## src/rtl/spi_rb_pkg.sv

```systemverilog
// Package: shared constants and the protocol phase type for the SPI
// register bridge. Assumes byte-wide commands.
package spi_rb_pkg;
    localparam logic [7:0] CMD_READ  = 8'h03;
    localparam logic [7:0] CMD_WRITE = 8'h02;

    typedef enum logic [1:0] {
        PH_CMD  = 2'd0,
        PH_ADDR = 2'd1,
        PH_DATA = 2'd2,
        PH_DEAD = 2'd3
    } phase_e;
endpackage

```

## src/rtl/spi_rb_sync.sv

```systemverilog
// Module: multi-bit two-or-more-stage synchronizer for asynchronous pins.
// Assumes each bit is independent; RST_VAL gives each bit's reset level.
module spi_rb_sync #(
    parameter int             N       = 3,
    parameter int             STAGES  = 2,
    parameter logic [N-1:0]   RST_VAL = '0
) (
    input  logic         clk,
    input  logic         rst_n,
    input  logic [N-1:0] din,
    output logic [N-1:0] dout
);
    for (genvar g = 0; g < N; g++) begin : g_bit
        logic [STAGES-1:0] pipe_q;
        // Shift the pin through the synchronizer chain.
        always_ff @(posedge clk) begin
            if (!rst_n) pipe_q <= {STAGES{RST_VAL[g]}};
            else        pipe_q <= {pipe_q[STAGES-2:0], din[g]};
        end
        assign dout[g] = pipe_q[STAGES-1];
    end
endmodule

```

## src/rtl/spi_rb_shift.sv

```systemverilog
// Module: serial-to-byte receiver. Shifts one bit per sample pulse, MSB
// first, and reports a completed byte one cycle later. Assumes sample
// pulses are at least two cycles apart. clr drops any partial byte.
module spi_rb_shift #(
    parameter int W = 8
) (
    input  logic         clk,
    input  logic         rst_n,
    input  logic         clr,
    input  logic         sample,
    input  logic         din,
    output logic         byte_done,
    output logic [W-1:0] byte_out
);
    localparam int CW = $clog2(W);

    logic [W-1:0]  sr_q;
    logic [CW-1:0] cnt_q;
    logic          done_q;
    logic [W-1:0]  byte_q;

    // Collect bits and flag each full byte.
    always_ff @(posedge clk) begin
        if (!rst_n || clr) begin
            sr_q   <= '0;
            cnt_q  <= '0;
            done_q <= 1'b0;
            byte_q <= '0;
        end else begin
            done_q <= 1'b0;
            if (sample) begin
                sr_q <= {sr_q[W-2:0], din};
                if (cnt_q == CW'(W-1)) begin
                    cnt_q  <= '0;
                    byte_q <= {sr_q[W-2:0], din};
                    done_q <= 1'b1;
                end else begin
                    cnt_q <= cnt_q + 1'b1;
                end
            end
        end
    end

    assign byte_done = done_q;
    assign byte_out  = byte_q;


    clr_resets_chk: assert property (@(posedge clk) disable iff (!rst_n)
        clr |=> (cnt_q == '0 && !done_q));
endmodule

```

## src/rtl/spi_rb_ctrl.sv

```systemverilog
// Module: protocol engine. Decodes command and address bytes, drives the
// register port, keeps the wrapping address counter and shifts read data
// out on falling-edge pulses. Assumes reg_rdata follows reg_addr in the
// same cycle and that edges of the SPI clock are at least four cycles apart.
module spi_rb_ctrl
    import spi_rb_pkg::*;
#(
    parameter int NREG = 198,
    parameter int AW   = 8,
    parameter int DW   = 8
) (
    input  logic          clk,
    input  logic          rst_n,
    input  logic          clr,
    input  logic          byte_done,
    input  logic [DW-1:0] byte_in,
    input  logic          shift_out,
    input  logic [DW-1:0] reg_rdata,
    output logic [AW-1:0] reg_addr,
    output logic [DW-1:0] reg_wdata,
    output logic          reg_we,
    output logic          miso
);
    localparam logic [AW-1:0] LAST = AW'(NREG - 1);

    phase_e        ph_q;
    logic          rd_q;
    logic [AW-1:0] addr_q;
    logic          we_q;
    logic [DW-1:0] wdata_q;
    logic          ld_q;
    logic [DW-1:0] tx_q;
    logic          miso_q;

    function automatic logic [AW-1:0] next_addr(input logic [AW-1:0] a);
        return (a == LAST) ? '0 : a + 1'b1;
    endfunction

    // Advance the protocol phase, address counter, write strobe and read shifter.
    always_ff @(posedge clk) begin
        if (!rst_n || clr) begin
            ph_q    <= PH_CMD;
            rd_q    <= 1'b0;
            addr_q  <= '0;
            we_q    <= 1'b0;
            wdata_q <= '0;
            ld_q    <= 1'b0;
            tx_q    <= '0;
            miso_q  <= 1'b0;
        end else begin
            we_q <= 1'b0;
            ld_q <= 1'b0;
            if (we_q) addr_q <= next_addr(addr_q);
            if (ld_q) begin
                tx_q <= reg_rdata;
            end else if (shift_out && ph_q == PH_DATA && rd_q) begin
                miso_q <= tx_q[DW-1];
                tx_q   <= {tx_q[DW-2:0], 1'b0};
            end
            if (byte_done) begin
                case (ph_q)
                    PH_CMD: begin
                        if (byte_in == CMD_READ) begin
                            ph_q <= PH_ADDR;
                            rd_q <= 1'b1;
                        end else if (byte_in == CMD_WRITE) begin
                            ph_q <= PH_ADDR;
                            rd_q <= 1'b0;
                        end else begin
                            ph_q <= PH_DEAD;
                        end
                    end
                    PH_ADDR: begin
                        addr_q <= (int'(byte_in) < NREG) ? AW'(byte_in) : '0;
                        ph_q   <= PH_DATA;
                        ld_q   <= rd_q;
                    end
                    PH_DATA: begin
                        if (rd_q) begin
                            addr_q <= next_addr(addr_q);
                            ld_q   <= 1'b1;
                        end else begin
                            we_q    <= 1'b1;
                            wdata_q <= byte_in;
                        end
                    end
                    default: ;
                endcase
            end
        end
    end

    assign reg_addr  = addr_q;
    assign reg_wdata = wdata_q;
    assign reg_we    = we_q;
    assign miso      = miso_q;


    we_single_chk: assert property (@(posedge clk) disable iff (!rst_n)
        we_q |=> !we_q);

    addr_range_chk: assert property (@(posedge clk) disable iff (!rst_n)
        int'(addr_q) < NREG);

    wrap_chk: assert property (@(posedge clk) disable iff (!rst_n)
        (we_q && addr_q == LAST && !clr) |=> addr_q == '0);

    dead_quiet_chk: assert property (@(posedge clk) disable iff (!rst_n)
        (ph_q == PH_DEAD) |-> (!we_q && !miso_q));

    miso_hold_chk: assert property (@(posedge clk) disable iff (!rst_n)
        (!shift_out && !clr) |=> $stable(miso_q));
endmodule

```

## src/rtl/spi_reg_bridge.sv

```systemverilog
// Module: top of the SPI register bridge. Synchronizes the SPI pins to clk,
// finds SPI clock edges, and joins the byte receiver to the protocol engine.
// Assumes an idle-low SPI clock (data in on rising, data out on falling).
module spi_reg_bridge #(
    parameter int NREG     = 198,
    parameter int AW       = $clog2(NREG),
    parameter bit IDLE_HIZ = 1'b1
) (
    input  logic          clk,
    input  logic          rst_n,
    input  logic          spi_cs_n,
    input  logic          spi_sclk,
    input  logic          spi_mosi,
    output logic          spi_miso,
    output logic          spi_miso_oe,
    output logic [AW-1:0] reg_addr,
    output logic [7:0]    reg_wdata,
    output logic          reg_we,
    input  logic [7:0]    reg_rdata
);
    localparam int DW = 8;

    logic [2:0] pins_s;
    logic       cs_hi, sclk_s, mosi_s;
    logic       sclk_d;
    logic       sclk_rise, sclk_fall;
    logic       byte_done;
    logic [DW-1:0] byte_rx;
    logic       miso_int;

    spi_rb_sync #(.N(3), .STAGES(2), .RST_VAL(3'b100)) u_sync (
        .clk  (clk),
        .rst_n(rst_n),
        .din  ({spi_cs_n, spi_sclk, spi_mosi}),
        .dout (pins_s)
    );
    assign cs_hi  = pins_s[2];
    assign sclk_s = pins_s[1];
    assign mosi_s = pins_s[0];

    // Remember the previous synchronized SPI clock for edge detection.
    always_ff @(posedge clk) begin
        if (!rst_n) sclk_d <= 1'b0;
        else        sclk_d <= sclk_s;
    end
    assign sclk_rise = !cs_hi && sclk_s && !sclk_d;
    assign sclk_fall = !cs_hi && !sclk_s && sclk_d;

    spi_rb_shift #(.W(DW)) u_shift (
        .clk      (clk),
        .rst_n    (rst_n),
        .clr      (cs_hi),
        .sample   (sclk_rise),
        .din      (mosi_s),
        .byte_done(byte_done),
        .byte_out (byte_rx)
    );

    spi_rb_ctrl #(.NREG(NREG), .AW(AW), .DW(DW)) u_ctrl (
        .clk      (clk),
        .rst_n    (rst_n),
        .clr      (cs_hi),
        .byte_done(byte_done),
        .byte_in  (byte_rx),
        .shift_out(sclk_fall),
        .reg_rdata(reg_rdata),
        .reg_addr (reg_addr),
        .reg_wdata(reg_wdata),
        .reg_we   (reg_we),
        .miso     (miso_int)
    );

    assign spi_miso = miso_int;
    if (IDLE_HIZ) begin : g_hiz
        assign spi_miso_oe = !cs_hi;
    end else begin : g_drive
        assign spi_miso_oe = 1'b1;
    end


    idle_low_chk: assert property (@(posedge clk) disable iff (!rst_n)
        cs_hi |=> !spi_miso);
endmodule

```

## config.mk

```make
export PLATFORM = sky130hd
export DESIGN_NAME = spi_reg_bridge
export DESIGN_NICKNAME = d
export VERILOG_FILES = /design/src/rtl/spi_rb_pkg.sv /design/src/rtl/spi_rb_sync.sv /design/src/rtl/spi_rb_shift.sv /design/src/rtl/spi_rb_ctrl.sv /design/src/rtl/spi_reg_bridge.sv
export SDC_FILE = /design/constraint.sdc
export NUM_CORES = 1
export LEC_CHECK = 0
export ABC_CLOCK_PERIOD_IN_PS = 4160
export BUFFER_PORTS_ARGS = -buffer_cell sky130_fd_sc_hd__buf_2
export CAP_MARGIN = 20
export CORE_MARGIN = 4
export CORE_UTILIZATION = 25
export CTS_BUF_LIST = sky130_fd_sc_hd__clkbuf_4
export CTS_CLUSTER_DIAMETER = 150
export DETAILED_ROUTE_END_ITERATION = 6
export GPL_TIMING_DRIVEN = 1
export MAX_ROUTING_LAYER = met4
export PLACE_DENSITY = 0.45
export SKIP_LAST_GASP = 1
export SLEW_MARGIN = 20
export SYNTH_ARGS = -nofsm -noshare
export SYNTH_HDL_FRONTEND = slang
export SYNTH_SLANG_ARGS = --single-unit
```

## constraint.sdc

```tcl
create_clock -name clk -period 4.16 [get_ports clk]
set_input_delay 0.416 -clock clk [delete_from_list [all_inputs] [get_ports clk]]
set_output_delay 0.416 -clock clk [all_outputs]
set_load 0.01 [all_outputs]
```

==> results.toml <==
[status]
outcome = "completed"

[global_route]
grtUsageTotal_pct = 10.5
grt_remaining_overflow = 0
grt_max_degree = 40
antenna_found_initial = 0
grt_pass1_wl_um = 9610
first_global_vias = 1983

[floorplan]
die_area_um2 = 11700
ios = 32
die_h_um = 108
row_count = 36
die_w_um = 108
coreArea_um2 = 9770
start_util_pct = 25.7

[timing]
worst_pin_slew_ns = 0.714
fin_tns_setup_ns = 0
maxSlewHeadroom_pct = 52.3
max_freq_mhz = 524
finClkSkew_ns = 0.0118
rsz0062_at_grt = "no"
hold_violations = 0
period_minus_slack_ns = 1.91
fin_crit_sh_pct = 45.9
maxSlewViolCount = 0
setup_slack_ns = 2.25
setup_violations = 0

[final_layout]
area_growth_pct = 13.5
multi_input_comb_area_um2 = 1330
seq_area_um2 = 1120
fillers = 1101
layout_common_cells = "dfxtp_1, nand2_1, buf_2"
drive_above_1_share_pct = 13.2
nets = 336
final_common_cell = "dfxtp_1"
antenna_cells = 0

[critical_path]
start_kind = "flip-flop"
worstPathArrival_ns = 2.17
r2r_cells = 7
path_class = "flip-flop to flip-flop"
cp_max_fo = 9
critPathRequiredTime_ns = 4.42
worst_setup_path_end_kind = "flip-flop"

[synthesis]
muxShareOfSynthArea_pct = 9.51
syn_nets = 309
synth_edf_count = 0
synth_cells = 289
ys_types = 44
synth_top_area_share_pct = 44.6
synth_fa_ha_area_share_pct = 3.48
synth_seq_cells = 56
synth_top_family_by_area = "simple AND/OR/NAND/NOR gates"
postSynthAreaPerCell_um2 = 8.70
async_flop_share_pct = 0
synthSimpleGateAreaFrac_pct = 25.4
synth_top_area_cell = "dfxtp_1"
synth_warnings = 0
synth_compound_area_share_pct = 13.0
syn_area_um2 = 2510
yosysSeqAreaShare_pct = 44.6
ys.flop_type = "dfxtp_1"
synth_area_leaders = "dfxtp_1, nand2_1, mux2i_1"
synthXorXnorAreaFrac_pct = 1.39

[detailed_routing]
dr.pass1.iters = 4
vias = 2043
via_per_inst = 4.54
drt_first_iter_violations = 72
wl_per_cell_um = 12.6
drc = 0
ant_nets = 0
wl_um = 5650

[placement]
dpl.hpwl_um = 4110
port-buffer-count = 31
place_congestion = 0.787
place_ws_ns = 2.23

[pwr]
ir_drop_mv = 0.122
p_leak_nw = 1.05
power_density_nw_per_um2 = 279

[clocking]
cts_setup_buffers = 0
worstSkewPairLatency_ns = 0.37
cts-root-buf = "clkbuf_4"
cts_tree = "yes"
cts-hold-fix-buffers = 0
cts_resized = 0
cts_num_sinks = 56
h-tree-depth = 2
numCtsBuffers = 5
cts_buffer_depth = 2
clk_pin_slew_ns = 0.16

[run]
cap_viol_max_count = 0

[hold_path]
hold_depth = 2
hold_path_class = "primary input to flip-flop"
[logic make-up (layout without fill, tap and decap cells)]
group | after synthesis | in the layout
DFF | 56 | 56
buffers and inverters | 17 | 45
muxes | 23 | 23
and+or+nand+nor | 130 | 130
AOI/OAI and AO/OA | 52 | 52
xor gates and xnor gates | 4 | 4
adders and majority gates | 7 | 7
[routing by layer]
metal,up-vias,global-route usage [%],share of wire [%]
met3,4,1.97,3.1
met4,0,3.43,1.3
li1,1058,-,-
met1,953,13.3,48
met5,-,-,0
met2,28,17.0,47
[worst max-delay path, cell delays in order (launching register included)]
cell and delay [ns]:
dfxtp_1 0.35, inv_1 0.08, ha_1 0.17, nand2_2 0.10
nor4b_4 0.55, mux2_1 0.38, mux2i_1 0.12, nor2_1 0.05
[state kept, by name, summed over array words and instances (netlist names), 2 cells and up]
| name | flops |
|---|---|
| u_ctrl.ph_q | 2 |
| u_ctrl.tx_q | 8 |
| u_shift.cnt_q | 3 |
| u_shift.sr_q | 7 |
| u_sync.g_bit.pipe_q | 6 |
| u_ctrl.reg_wdata | 8 |
| u_shift.byte_out | 8 |
| u_ctrl.reg_addr | 8 |
[power by group]
group / switching [W] / internal [W] / leakage (nW)
clock network: 0.000172 / 0.0000641 / 0.0249
logic: 0.0000110 / 0.00000764 / 0.573
registers: 0.00000184 / 0.000540 / 0.452
total: 0.000185 / 0.000612 / 1.05
[layout make-up]
class	count	share of cell area, %
well taps	133	5.83
flip-flops and latches	56	39.3
clock buffers	5	1.32
inverters	5	0.658
clock inverters	3	0.658
multi-input cells	216	46.5
repair buffers	32	5.70
[final timing paths]
kind	from	end	slack [ns]
setup reg to reg	u_ctrl.ph_q[0]	u_ctrl.tx_q[5]	2.25
hold reg to reg	u_sync.g_bit[2].pipe_q[0]	u_sync.g_bit[2].pipe_q[1]	0.43
setup / recovery	u_ctrl.ph_q[0]	u_ctrl.tx_q[5]	2.25
hold / removal	spi_cs_n	u_sync.g_bit[2].pipe_q[0]	0.21
[synth_stat cells, drive strengths merged, types with 5 or more instances]
cell type  instances
nand2             52
mux2               7
inv                5
mux2i             16
and2               8
dfxtp             56
o21ai              7
a21oi             24
nand3             13
nand2b             6
nor2              26
ha                 7
clkbuf             9
[through the flow]
stage | utilization, % | hold slack (ns) | instance area, um^2 | total power [W] | std cells
after CTS | 29.2 | 0.193 | 2850 | 0.000810 | 450
after floorplan | - | 0.386 | 2510 | 0.000562 | 289
after global routing | 29.2 | 0.191 | 2850 | 0.000836 | 450
after global placement | 28.6 | 0.394 | 2800 | 0.000572 | 442
after detailed placement | 28.6 | 0.400 | 2800 | 0.000572 | 442
final | 29.2 | 0.211 | 2850 | 0.000796 | 450
Power figures use the tool's default switching activity.
